==> src/rtl/psd_pkg.sv <==
package psd_pkg;
  localparam int PSD_A_W = 6;
  localparam int PSD_B_W = 13;

  typedef enum logic [1:0] {
    PSC_8_9   = 2'd0,
    PSC_16_17 = 2'd1,
    PSC_32_33 = 2'd2,
    PSC_64_65 = 2'd3
  } psc_mode_e;
endpackage

==> src/rtl/psd_cfg_check.sv <==
module psd_cfg_check #(
  parameter int A_W = 6,
  parameter int B_W = 13
) (
  input  logic [A_W-1:0] a_in,
  input  logic [B_W-1:0] b_in,
  output logic           ok
);
  localparam int CW = (A_W > B_W) ? A_W : B_W;

  logic [CW-1:0] a_x;
  logic [CW-1:0] b_x;

  assign a_x = CW'(a_in);
  assign b_x = CW'(b_in);
  // valid only when the main count strictly exceeds the swallow count
  assign ok  = (b_x > a_x);
endmodule

==> src/rtl/psd_main_cnt.sv <==
module psd_main_cnt #(
  parameter int B_W = 13
) (
  input  logic           clk,
  input  logic           rst,
  input  logic           ld,
  input  logic           ok,
  input  logic [B_W-1:0] b_in,
  output logic [B_W-1:0] cnt,
  output logic           term
);
  always_ff @(posedge clk) begin
    if (rst) begin
      cnt <= '0;
    end else if (ld) begin
      // on an invalid setting stay at zero so the next edge reloads again
      cnt <= ok ? (b_in - B_W'(1)) : '0;
    end else begin
      cnt <= cnt - B_W'(1);
    end
  end

  assign term = (cnt == '0);
endmodule

==> src/rtl/psd_swallow_cnt.sv <==
module psd_swallow_cnt #(
  parameter int A_W = 6
) (
  input  logic           clk,
  input  logic           rst,
  input  logic           ld,
  input  logic           ok,
  input  logic [A_W-1:0] a_in,
  output logic           mod
);
  logic [A_W-1:0] cnt;

  always_ff @(posedge clk) begin
    if (rst) begin
      cnt <= '0;
      mod <= 1'b0;
    end else if (ld) begin
      cnt <= ok ? a_in : '0;
      mod <= ok && (a_in != '0);
    end else begin
      if (cnt != '0) cnt <= cnt - A_W'(1);
      // stays high while a further P+1 cycle remains after this one
      mod <= (cnt > A_W'(1));
    end
  end
endmodule

==> src/rtl/psd_divider.sv <==
module psd_divider
  import psd_pkg::*;
#(
  parameter int A_W = PSD_A_W,
  parameter int B_W = PSD_B_W
) (
  input  logic           clk,
  input  logic           rst,
  input  logic [A_W-1:0] a_val,
  input  logic [B_W-1:0] b_val,
  input  logic [1:0]     mode_sel,
  output logic           mod_ctl,
  output logic           div_pulse,
  output logic           cfg_err,
  output logic [1:0]     psc_mode
);
  logic           load;
  logic           cfg_ok;
  logic [B_W-1:0] b_cnt;
  psc_mode_e      mode_q;

  psd_cfg_check #(.A_W(A_W), .B_W(B_W)) u_cfg (
    .a_in (a_val),
    .b_in (b_val),
    .ok   (cfg_ok)
  );

  psd_main_cnt #(.B_W(B_W)) u_main (
    .clk  (clk),
    .rst  (rst),
    .ld   (load),
    .ok   (cfg_ok),
    .b_in (b_val),
    .cnt  (b_cnt),
    .term (load)
  );

  psd_swallow_cnt #(.A_W(A_W)) u_swal (
    .clk  (clk),
    .rst  (rst),
    .ld   (load),
    .ok   (cfg_ok),
    .a_in (a_val),
    .mod  (mod_ctl)
  );

  always_ff @(posedge clk) begin
    if (rst) begin
      div_pulse <= 1'b0;
      cfg_err   <= 1'b0;
      mode_q    <= PSC_8_9;
    end else begin
      div_pulse <= load && cfg_ok;
      if (load) cfg_err <= !cfg_ok;
      if (load && cfg_ok) mode_q <= psc_mode_e'(mode_sel);
    end
  end

  assign psc_mode = mode_q;
endmodule

==> config.mk <==
export PLATFORM = sky130hd
export DESIGN_NAME = psd_divider
export DESIGN_NICKNAME = d
export VERILOG_FILES = /design/src/rtl/psd_pkg.sv /design/src/rtl/psd_cfg_check.sv /design/src/rtl/psd_main_cnt.sv /design/src/rtl/psd_swallow_cnt.sv /design/src/rtl/psd_divider.sv
export SDC_FILE = /design/constraint.sdc
export NUM_CORES = 1
export LEC_CHECK = 0
export BUFFER_PORTS_ARGS = -buffer_cell sky130_fd_sc_hd__clkbuf_2
export CAP_MARGIN = 20
export CORE_ASPECT_RATIO = 1.25
export CORE_UTILIZATION = 59
export DETAILED_ROUTE_END_ITERATION = 16
export PLACE_DENSITY = 0.82
export SLEW_MARGIN = 15
export SYNTH_ARGS = -nofsm -noshare
export SYNTH_HDL_FRONTEND = slang
export SYNTH_SLANG_ARGS = --single-unit
==> constraint.sdc <==
create_clock -name clk -period 5.9 [get_ports clk]
set_input_delay 1.475 -clock clk [delete_from_list [all_inputs] [get_ports clk]]
set_output_delay 1.475 -clock clk [all_outputs]
set_load 0.01 [all_outputs]
Yosys cells after proc, flatten, opt, wreduce, memory -nomap -nowiden
Index checks and enable logic that the tools add are counted.
{ "op_classes": {"n_addsub": 3, "n_lt_le_gt_ge": 2, "muxes": 6, "n_reduce_logical": 7} }
{ "ops": {"columns": ["cell", "n"], "rows": [
  ["$mux W13", 2],
  ["$sub A13 B1 Y13 const B", 2],
  ["$mux W6", 3],
  ["$gt A13 B6 Y1", 1],
  ["$logic_not A13 Y1", 1],
  ["$reduce_bool A6 Y1", 2],
  ["$gt A6 B1 Y1 const B", 1],
  ["$sub A6 B1 Y6 const B", 1],
  ["$logic_and A1 B1 Y1", 2],
  ["$reduce_bool A2 Y1", 1],
  ["$logic_not A1 Y1", 1],
  ["$mux W1", 1]
]} }
{ "totals": {"register_bits": 24, "input_bits": 23, "output_inout_bits": 5} }

Depth between registers and ports, before layout
Gate-level depths: netlist of run 1.
{ "depth": {"depth_word": 3, "depth_mapped": 10, "ltp_nobuf": 7} }

Hierarchy
Synthesis of run 1 repeated with hierarchy kept, for this count alone.
{ "hier_totals": {"cells_unflattened": 207, "hier_area_um2": 1749.2} }
{ "by_module_without_submodules": {"columns": ["mod", "n_inst", "cells_each", "area_each_um2", "seq_area_each_um2"], "rows": [
  ["psd_main_cnt", 1, 124, 988.4, 260.2],
  ["psd_swallow_cnt", 1, 46, 441.7, 140.1],
  ["psd_cfg_check", 1, 23, 176.4, 0.0],
  ["psd_divider", 1, 14, 142.6, 80.1]
]} }

Worst setup path before layout of run 1
No wires, ideal clock.
{ "synth_path": {"path_type": "input -> register", "from": "input b_val[1]", "to": "register u_main.cnt[9]", "t_arrival_ns": 2.997, "slack_ns": 2.778, "path_stages": 5, "cell_sequence": "or4_4 -> or4_4 -> or3_1 -> xor2_1 -> o22ai_2"} }
{ "synth_between": {"elab_chain_len": 3, "elab_cells_between_ends": 4, "cone_classes": "1 x add/sub; 1 x order compare; 2 x mux"} }
{ "synth_rtl": {"columns": ["element", "line", "rtl"], "rows": [
  ["start: declaration", "psd_divider.sv:10", "input logic [B_W-1:0] b_val,"],
  ["$sub A13 B1 Y13 / $gt A13 B6 Y1 (equally long branches)", "psd_main_cnt.sv:17, psd_cfg_check.sv:17", null],
  ["$mux W13 *", "psd_main_cnt.sv:17", "cnt <= ok ? (b_in - B_W'(1)) : '0;"],
  ["$mux W13 *", "psd_main_cnt.sv:15", "end else if (ld) begin"],
  ["end signal: assignment", "psd_main_cnt.sv:17", null],
  ["end signal: assignment", "psd_main_cnt.sv:19", "cnt <= cnt - B_W'(1);"],
  ["end: declaration", "psd_main_cnt.sv:9", "output logic [B_W-1:0] cnt,"]
]} }
Mark *: on every way between the ends. The rest lies on a longest branch, timed or not.
A chain may end at the register's enable or synchronous reset.

Worst setup path in the final report of run 1
{ "layout_path": {"from": "input a_val[5]", "to": "register u_swal.mod"} }
{ "layout_between": {"elab_chain_len": 3, "elab_cells_between_ends": 4, "cone_classes": "1 x order compare; 1 x mux; 2 x reduce/logical"} }
{ "layout_rtl": {"columns": ["element", "line", "rtl"], "rows": [
  ["start: declaration", "psd_divider.sv:9", "input logic [A_W-1:0] a_val,"],
  ["$gt A13 B6 Y1 / $reduce_bool A6 Y1 (equally long branches)", "psd_cfg_check.sv:17, psd_swallow_cnt.sv:19", null],
  ["$logic_and A1 B1 Y1 *", "psd_swallow_cnt.sv:19", "mod <= ok && (a_in != '0);"],
  ["$mux W1 *", "psd_swallow_cnt.sv:17", "end else if (ld) begin"],
  ["end signal: assignment", "psd_swallow_cnt.sv:19", null],
  ["end signal: assignment", "psd_swallow_cnt.sv:23", "mod <= (cnt > A_W'(1));"],
  ["end: declaration", "psd_swallow_cnt.sv:9", "output logic mod"]
]} }
Marks and branches as above.

==> results.md, run 1 <==
- Status: finished, final reports clean
- First-pass GRT wire length: 5899 um
- Via-to-Cell Ratio: 6.008
- Maximum clock path buffer count: 2
- FF/Latch Area: 480.5 um2
- Routed len/inst: 14.47 um
- Total CTS buffers: 3
- Power density cells: 459.0 mW/mm2
- Resize count post-CTS: 0
- Core region area: 0.002477 mm2
- CTS tree: built
- Fin crit period: 3.338 ns
- DR iter-0 viols: 81
- Routed WL: 3573 um
- Post-synth top area cell: dfxtp_1
- Critical Path, Cell by Cell: clkbuf_2 > inv_1 > ha_1 > nor4b_1 > and4b_1 > a211o_1 > nand3_2 > o21ai_0
- GRT Overall Usage: 28.90%
- Worst Hold Slack: 0.4943 ns
- Post-CTS Hold Buffers: 0
- DIE WIDTH: 47.96 um
- Pre-Repair DR Iteration Count: 4
- Max_cap viols: 0
- Yosys warns: 0
- Synth Instances: 189
- Hold Crit Class: register to register
- Maximum VDD drop: 0.0003110 V
- Register share of total power: 36.1%
- Comb power frac: 52.8%
- Final #Nets: 248
- Layout cells sized above 1: 19.16%
- Worst-Margin Slew: 0.5116 ns
- Synthesized area: 0.001558 mm2
- Hpwl dp: 2787 um
- XOR/XNOR Fraction of Synth Area: 13.49%
- CP max stage delay: 0.44 ns
- Leakage: 0.7214 nW
- RePlAce Congestion: 0.8223
- F_max: 0.2996 GHz
- # DRC: 0
- Critical Path RT: 6.14 ns
- Post-CTS Setup Inserts: 0
- Worst-path clk slew: 0.13 ns
- Port buffer count: 27
- Clock power share: 11.1%
- Compound-gate portion of the synthesized area: 15.90%
- Ports: 28
- Worst slew margin: 65.41%
- Switching part of the total: 43.05%
- Clock Tree Root: clkbuf_4
- Crit Path Class: input pin to register
- Final Setup Violations: 0
- Clk_lat worst skew: 0.31 ns
- CP bufs+invs: 2
- Period utilisation layout: 56.58%
- WP data arrival: 3.58 ns
- Post-Synth Simple-Gate Area: 26.10%
- Vias: 1484
- Fin Setup TNS: 0 ns
- Fillers: 201
- Crit path max-delay family: simple AND/OR/NAND/NOR gates
- GRT overflow: 0
- Routed Antenna Nets: 0
- RSZ-0062 raised after global routing: false
- Max Slew Vio Count: 0
- Post-Synth Adder-Cell Area: 8.032%
- Largest net degree at the start of global routing: 15
- Post-synthesis cell type count: 41
- CP endpoint kind: register
- Layout Skew: 0.006456 ns
- CP max FO: 14
- Synth top area cells: dfxtp_1 (31%), ha_1 (8.0%), xnor2_1 (6.7%)
- Synth top area share: 30.84%
- Antenna diodes: 0
- H-tree level count: 1
- Die Area: 0.002851 mm2
- Initial antenna violation count: 0
- Area Growth Syn to Fin: 11.41%
- Sequential share of the synthesized area: 30.84%
- P_int: 453.7 uW
- Area of the multi-input gates: 989.7 um2
- Multiplexer share of the synthesized area: 0%
- Final Hold Fails: 0
- Initial Util: 62.88%
- Synth Net Count: 222
- #FFs+latches synth: 24
- Row count: 20
- NetSw: 342.9 uW
- Avg Cell Area, Syn: 8.242 um2
- Critical Path Start Type: input pin
- Clock Sink Count: 24
- Main combinational cell family by area after synthesis: simple AND/OR/NAND/NOR gates
- Slowest cell on crit path: nor4b_1
- Vias in the first global route: 1415
- Die H: 59.45 um
==> cells in the final DEF, fill, tap and decap left out, types with 3 or more instances in the layout <==
cell      synthesis  routed
xnor2_1          12      12
or4_1             4       4
nor4_1            4       4
xor2_1           12      12
nor3_1            9       9
clkbuf_2          0      27
ha_1             10      10
inv_1            14      14
dfxtp_1          24      24
a21oi_1          10      10
clkbuf_4          0       3
nand3_1           9       9
nand2_1          14      14
o21ai_0           5       5
o22ai_1          10      10
nor2_1           16      16
==> logic make-up (layout without fill, tap and decap cells) <==
kind of cell,Yosys count,count (layout)
AO/OA/AOI/OAI,38,38
buffers and inverters,20,45
AND/OR/NAND/NOR,73,73
adder cells (fa/ha/maj),10,10
XOR/XNOR,24,24
flip-flops,24,24
==> metrics by stage <==
| step | util (%) | instances | power, mW | instance area, um2 | worst slack [ns] |
|---|---|---|---|---|---|
| after floorplan | - | 189 | 0.6163 | 1558 | 2.778 |
| after global placement | 68.59 | 243 | 0.6799 | 1699 | 2.472 |
| after detailed placement | 68.59 | 243 | 0.7056 | 1699 | 2.312 |
| after CTS | 70.05 | 247 | 0.7952 | 1735 | 2.641 |
| after global routing | 70.05 | 247 | 0.8623 | 1735 | 2.487 |
| final | 70.05 | 247 | 0.7966 | 1735 | 2.562 |
==> layout make-up <==
| type | count | share of cell area (%) |
|---|---|---|
| sequential | 24 | 27.69 |
| clock buffer | 4 | 2.091 |
| inverter | 14 | 3.028 |
| tap | 33 | 2.379 |
| timing repair buffer | 27 | 7.787 |
| multi-input combinational | 145 | 57.03 |
==> sequential cells by signal, summed over array words and instances (netlist names) <==
| register | count |
|---|---|
| cfg_err | 1 |
| div_pulse | 1 |
| psc_mode | 2 |
| u_main.cnt | 13 |
| u_swal.cnt | 6 |
| u_swal.mod | 1 |
==> synthesized netlist by cell type, drive strengths merged <==
cell type   n
nor3b       1
or3b        1
o21a        1
and4b       1
buf         6
o211ai      1
nand4       1
dfxtp      24
a211o       1
or4         6
nor4b       2
o21ai       5
a211oi      2
nor4        5
o22ai      12
o31ai       1
or2         1
nor2       16
nor3        9
o31a        1
nand3b      1
ha         10
o41ai       1
a31oi       2
nand3      10
o311ai      1
inv        14
nor2b       1
xor2       12
a21oi      10
nand2      15
xnor2      12
and4        1
or3         2
==> power groups by stage <==
| stage | Sequential, mW | Clock (mW) | Combinational [mW] |
|---|---|---|---|
| 4_1_cts | 0.287 | 0.0885 | 0.420 |
| 3_5_place_dp | 0.290 | 0 | 0.415 |
| 6_report | 0.288 | 0.0881 | 0.421 |
| 3_3_place_gp | 0.284 | 0 | 0.396 |
| 5_1_grt | 0.295 | 0.0932 | 0.474 |
| 2_1_floorplan | 0.282 | 0 | 0.334 |
==> routing by layer <==
| metal | vias to the layer above | track usage (%) | share of wire (%) |
|---|---|---|---|
| li1 | 737 | - | - |
| met1 | 679 | 36.84 | 43 |
| met2 | 60 | 48.26 | 49 |
| met3 | 8 | 4.268 | 5.6 |
| met4 | 0 | 9.524 | 1.7 |
| met5 | - | 0 | 0 |
==> worst paths after layout <==
| kind | start | to | slack [ns] | cells past startpoint |
|---|---|---|---|---|
| worst max-delay path | a_val[5] | u_swal.mod | 2.56 | 8 |
| worst min-delay path | psc_mode[0] | psc_mode[0] | 0.49 | 2 |
| worst max register to register | u_main.cnt[2] | u_swal.mod | 3.54 | 5 |
| worst min register to register | psc_mode[0] | psc_mode[0] | 0.49 | 2 |
==> worst register-to-register path: cells and delay by family, from the launching register on <==
family | cells | cell delay, ns
compound gates | 2 | 0.65
flops | 1 | 0.38
simple gates | 3 | 1.26
(Power assumes the default switching activity.)
==> inputs of run 2 (changes only) <==
Settings changed: ABC_AREA set to 1, CORE_UTILIZATION 59 to 57, PLACE_DENSITY 0.82 to 0.78.
Clock period 5.9 ns to 3.1 ns, I/O delays scaled along.
==> run 2 against run 1 <==
Synthesized cell count is 41% higher. Clock skew rose by 0.0035 ns. Setup slack worse by 1.7 ns. Worst hold slack got worse by 0.043 ns. Global-route usage down 3.5 points. Utilization down 1.2 points. Sequential cell count stayed put. Cell count increased by 35%. Sequential power grew 75%. Total power grew 120%. Die area up 23%. Largest cell class unchanged.
==> results.md, run 2 <==
- Initial Util: 61.61%
- Most frequent cells in the layout: nand2_1 (51), inv_1 (37), nand3_1 (29)
- Post-CTS Hold Buffers: 0
- Yosys warns: 0
- Die H: 65.96 um
- Hold Crit Class: register to register
- Non-filler cells, final: 333
- Worst hold endpoint: cfg_err
- RePlAce Congestion: 0.8762
- Commonest cells post-synth: nand2_1 (51), inv_1 (37), nand3_1 (29)
- P_int: 946.9 uW
- Sequential share of the synthesized area: 25.75%
- Fillers: 303
- CP endpoint kind: register
- Maximum clock path buffer count: 2
- Area Growth Syn to Fin: 11.80%
- Die Area: 0.003507 mm2
- DP Worst Slack: 0.5103 ns
- Max_cap viols: 0
- CTS tree: built
- Post-synth ARST share: 0%
- Initial antenna violation count: 0
- GR Layer Usage met1: 28.67%
- H-tree level count: 1
- RSZ-0062 raised after global routing: false
- Clock Tree Root: clkbuf_4
- Synth top area cells: dfxtp_1 (26%), nand2_1 (10%), nand3_1 (7.8%)
- Row count: 22
- Antenna diodes: 0
- Worst Hold Path Cells: 2
- DR iter-0 viols: 38
- Worst-Margin Slew: 0.5386 ns
- GRT overflow: 0
- Port buffer count: 27
- Dominant synthesized flop cell: dfxtp_1
- Worst slew margin: 63.82%
- Critical Path RT: 3.36 ns
- Reg2Reg Depth: 11
- Synth Net Count: 299
- Power density cells: 828.8 mW/mm2
- Grt met3 use: 2.989%
- Layout Skew: 0.009919 ns
- Routed len/inst: 11.27 um
- DIE WIDTH: 53.17 um
- Post-synth top area cell: dfxtp_1
- Switching part of the total: 45.23%
- Setup ws final: 0.8426 ns
- # DRC: 0
- Met2 Use GR: 47.94%
- Number of synthesized flops with an enable pin: 0
- Resize count post-CTS: 0
- F_max: 0.4430 GHz
- Most common cell after layout, fill and taps aside: nand2_1
- Clk_lat worst skew: 0.31 ns
- Pre-Repair DR Iteration Count: 4
- Post-CTS Setup Inserts: 0
- CP max FO: 10
- Synthesized area: 0.001866 mm2
- Worst-path clk slew: 0.13 ns
- Busiest metal layer after global routing: met2
- R2r endpoint: u_main.cnt[7]
- Status: finished, final reports clean
- Layout cells sized above 1: 22.56%
- Comb power frac: 57.9%
- Clock Sink Count: 24
- Avg Cell Area, Syn: 7.013 um2
- Via-to-Cell Ratio: 5.162
- Vias in the first global route: 1634
- Core region area: 0.003028 mm2
- Clock power share: 12.9%
- Synth top area share: 25.75%
- R2R Setup Slk: 0.98 ns
- Crit Path Class: input pin to register
- NetSw: 781.8 uW
- Worst r2r src: u_main.cnt[0]
- Placed Instance Area: 0.002033 mm2
- Largest register FFs: 13
- Post-synthesis cell type count: 27
- Register share of total power: 29.2%
- Routed WL: 3754 um
- Fin Setup TNS: 0 ns
- Max Slew Vio Count: 0
- Final #Nets: 331
- Final Setup Violations: 0
- Most flop-heavy register: u_main.cnt
- Hpwl dp: 3185 um
- Final Hold Fails: 0
- GRT Overall Usage: 25.42%
- Routed Antenna Nets: 0
- Period utilisation layout: 72.82%
- Maximum VDD drop: 0.0006142 V
- First-pass GRT wire length: 6637 um
- Critical Path Start Type: input pin
- Leakage: 1.080 nW
- Most common cell in the netlist: nand2_1
- Largest net degree at the start of global routing: 15
- Design Area, Final: 0.002086 mm2
- Cell Count Post-Placement: 329
- #FFs+latches synth: 24
- Synth Instances: 266
- Hold Path Origin: cfg_err
- WP data arrival: 2.52 ns
- Vias: 1719
- Total CTS buffers: 3
- Ports: 28
- Fin crit period: 2.257 ns
-- run 2: logic make-up after synthesis --
family	share of synthesized area [%]
compound gates	6.439
flops	25.75
buf+inv	9.322
fa+ha+maj	6.707
xor+xnor	7.042
simple gates	44.74
-- run 2: how the worst max path moves through the flow --
stage / cells after the start / from / end
detailed placement: 14 / a_val[4] / u_main.cnt[7]
CTS: 14 / a_val[4] / u_main.cnt[7]
global route: 14 / a_val[4] / u_main.cnt[9]
floorplan: 13 / a_val[4] / u_main.cnt[4]
finish: 14 / a_val[4] / u_main.cnt[7]
global placement: 14 / a_val[4] / u_main.cnt[7]
-- run 2: routing by layer --
metal / routed length, um / vias to the layer above
li1: - / 913
met1: 1646 / 768
met2: 1963 / 32
met3: 100 / 6
met4: 44 / 0
met5: 0 / -
-- run 2: worst max-delay path: stages --
cell      delay [ns]
clkbuf_2        0.10
inv_1           0.05
ha_1            0.29
nand2_1         0.07
nor2_1          0.14
nand2_1         0.06
nand3_1         0.06
nand2_1         0.08
nand2_4         0.13
nand2_4         0.09
nor2_4          0.31
buf_4           0.25
nand2_4         0.05
nand2_2         0.05
-- run 2: layout make-up --
cell class              count  area [um2]  share of cell area (%)
multi-input cells         200        1211                   58.07
flip-flops and latches     24       480.5                   23.04
inverters                  41       153.9                   7.379
repair buffers             28       142.6                   6.839
well taps                  36       45.04                   2.160
clock inverters             1       30.03                   1.440
clock buffers               3       22.52                   1.080
-- run 2: power by group through the flow --
stage	Sequential, mW	Clock, mW	Combinational [mW]
after floorplan	0.509	0	0.821
after global placement	0.510	0	0.995
after detailed placement	0.512	0	1.01
after CTS	0.505	0.228	1.01
after global routing	0.521	0.243	1.15
final	0.504	0.222	1.00
-- run 2: stage by stage --
| stage | hold WS (ns) | power [mW] | utilization (%) |
|---|---|---|---|
| after floorplan | 0.4630 | 1.330 | - |
| after global placement | 0.4320 | 1.505 | 67.15 |
| after detailed placement | 0.4339 | 1.517 | 67.15 |
| after CTS | 0.4538 | 1.743 | 68.88 |
| after global routing | 0.4833 | 1.914 | 68.88 |
| final | 0.4514 | 1.729 | 68.88 |
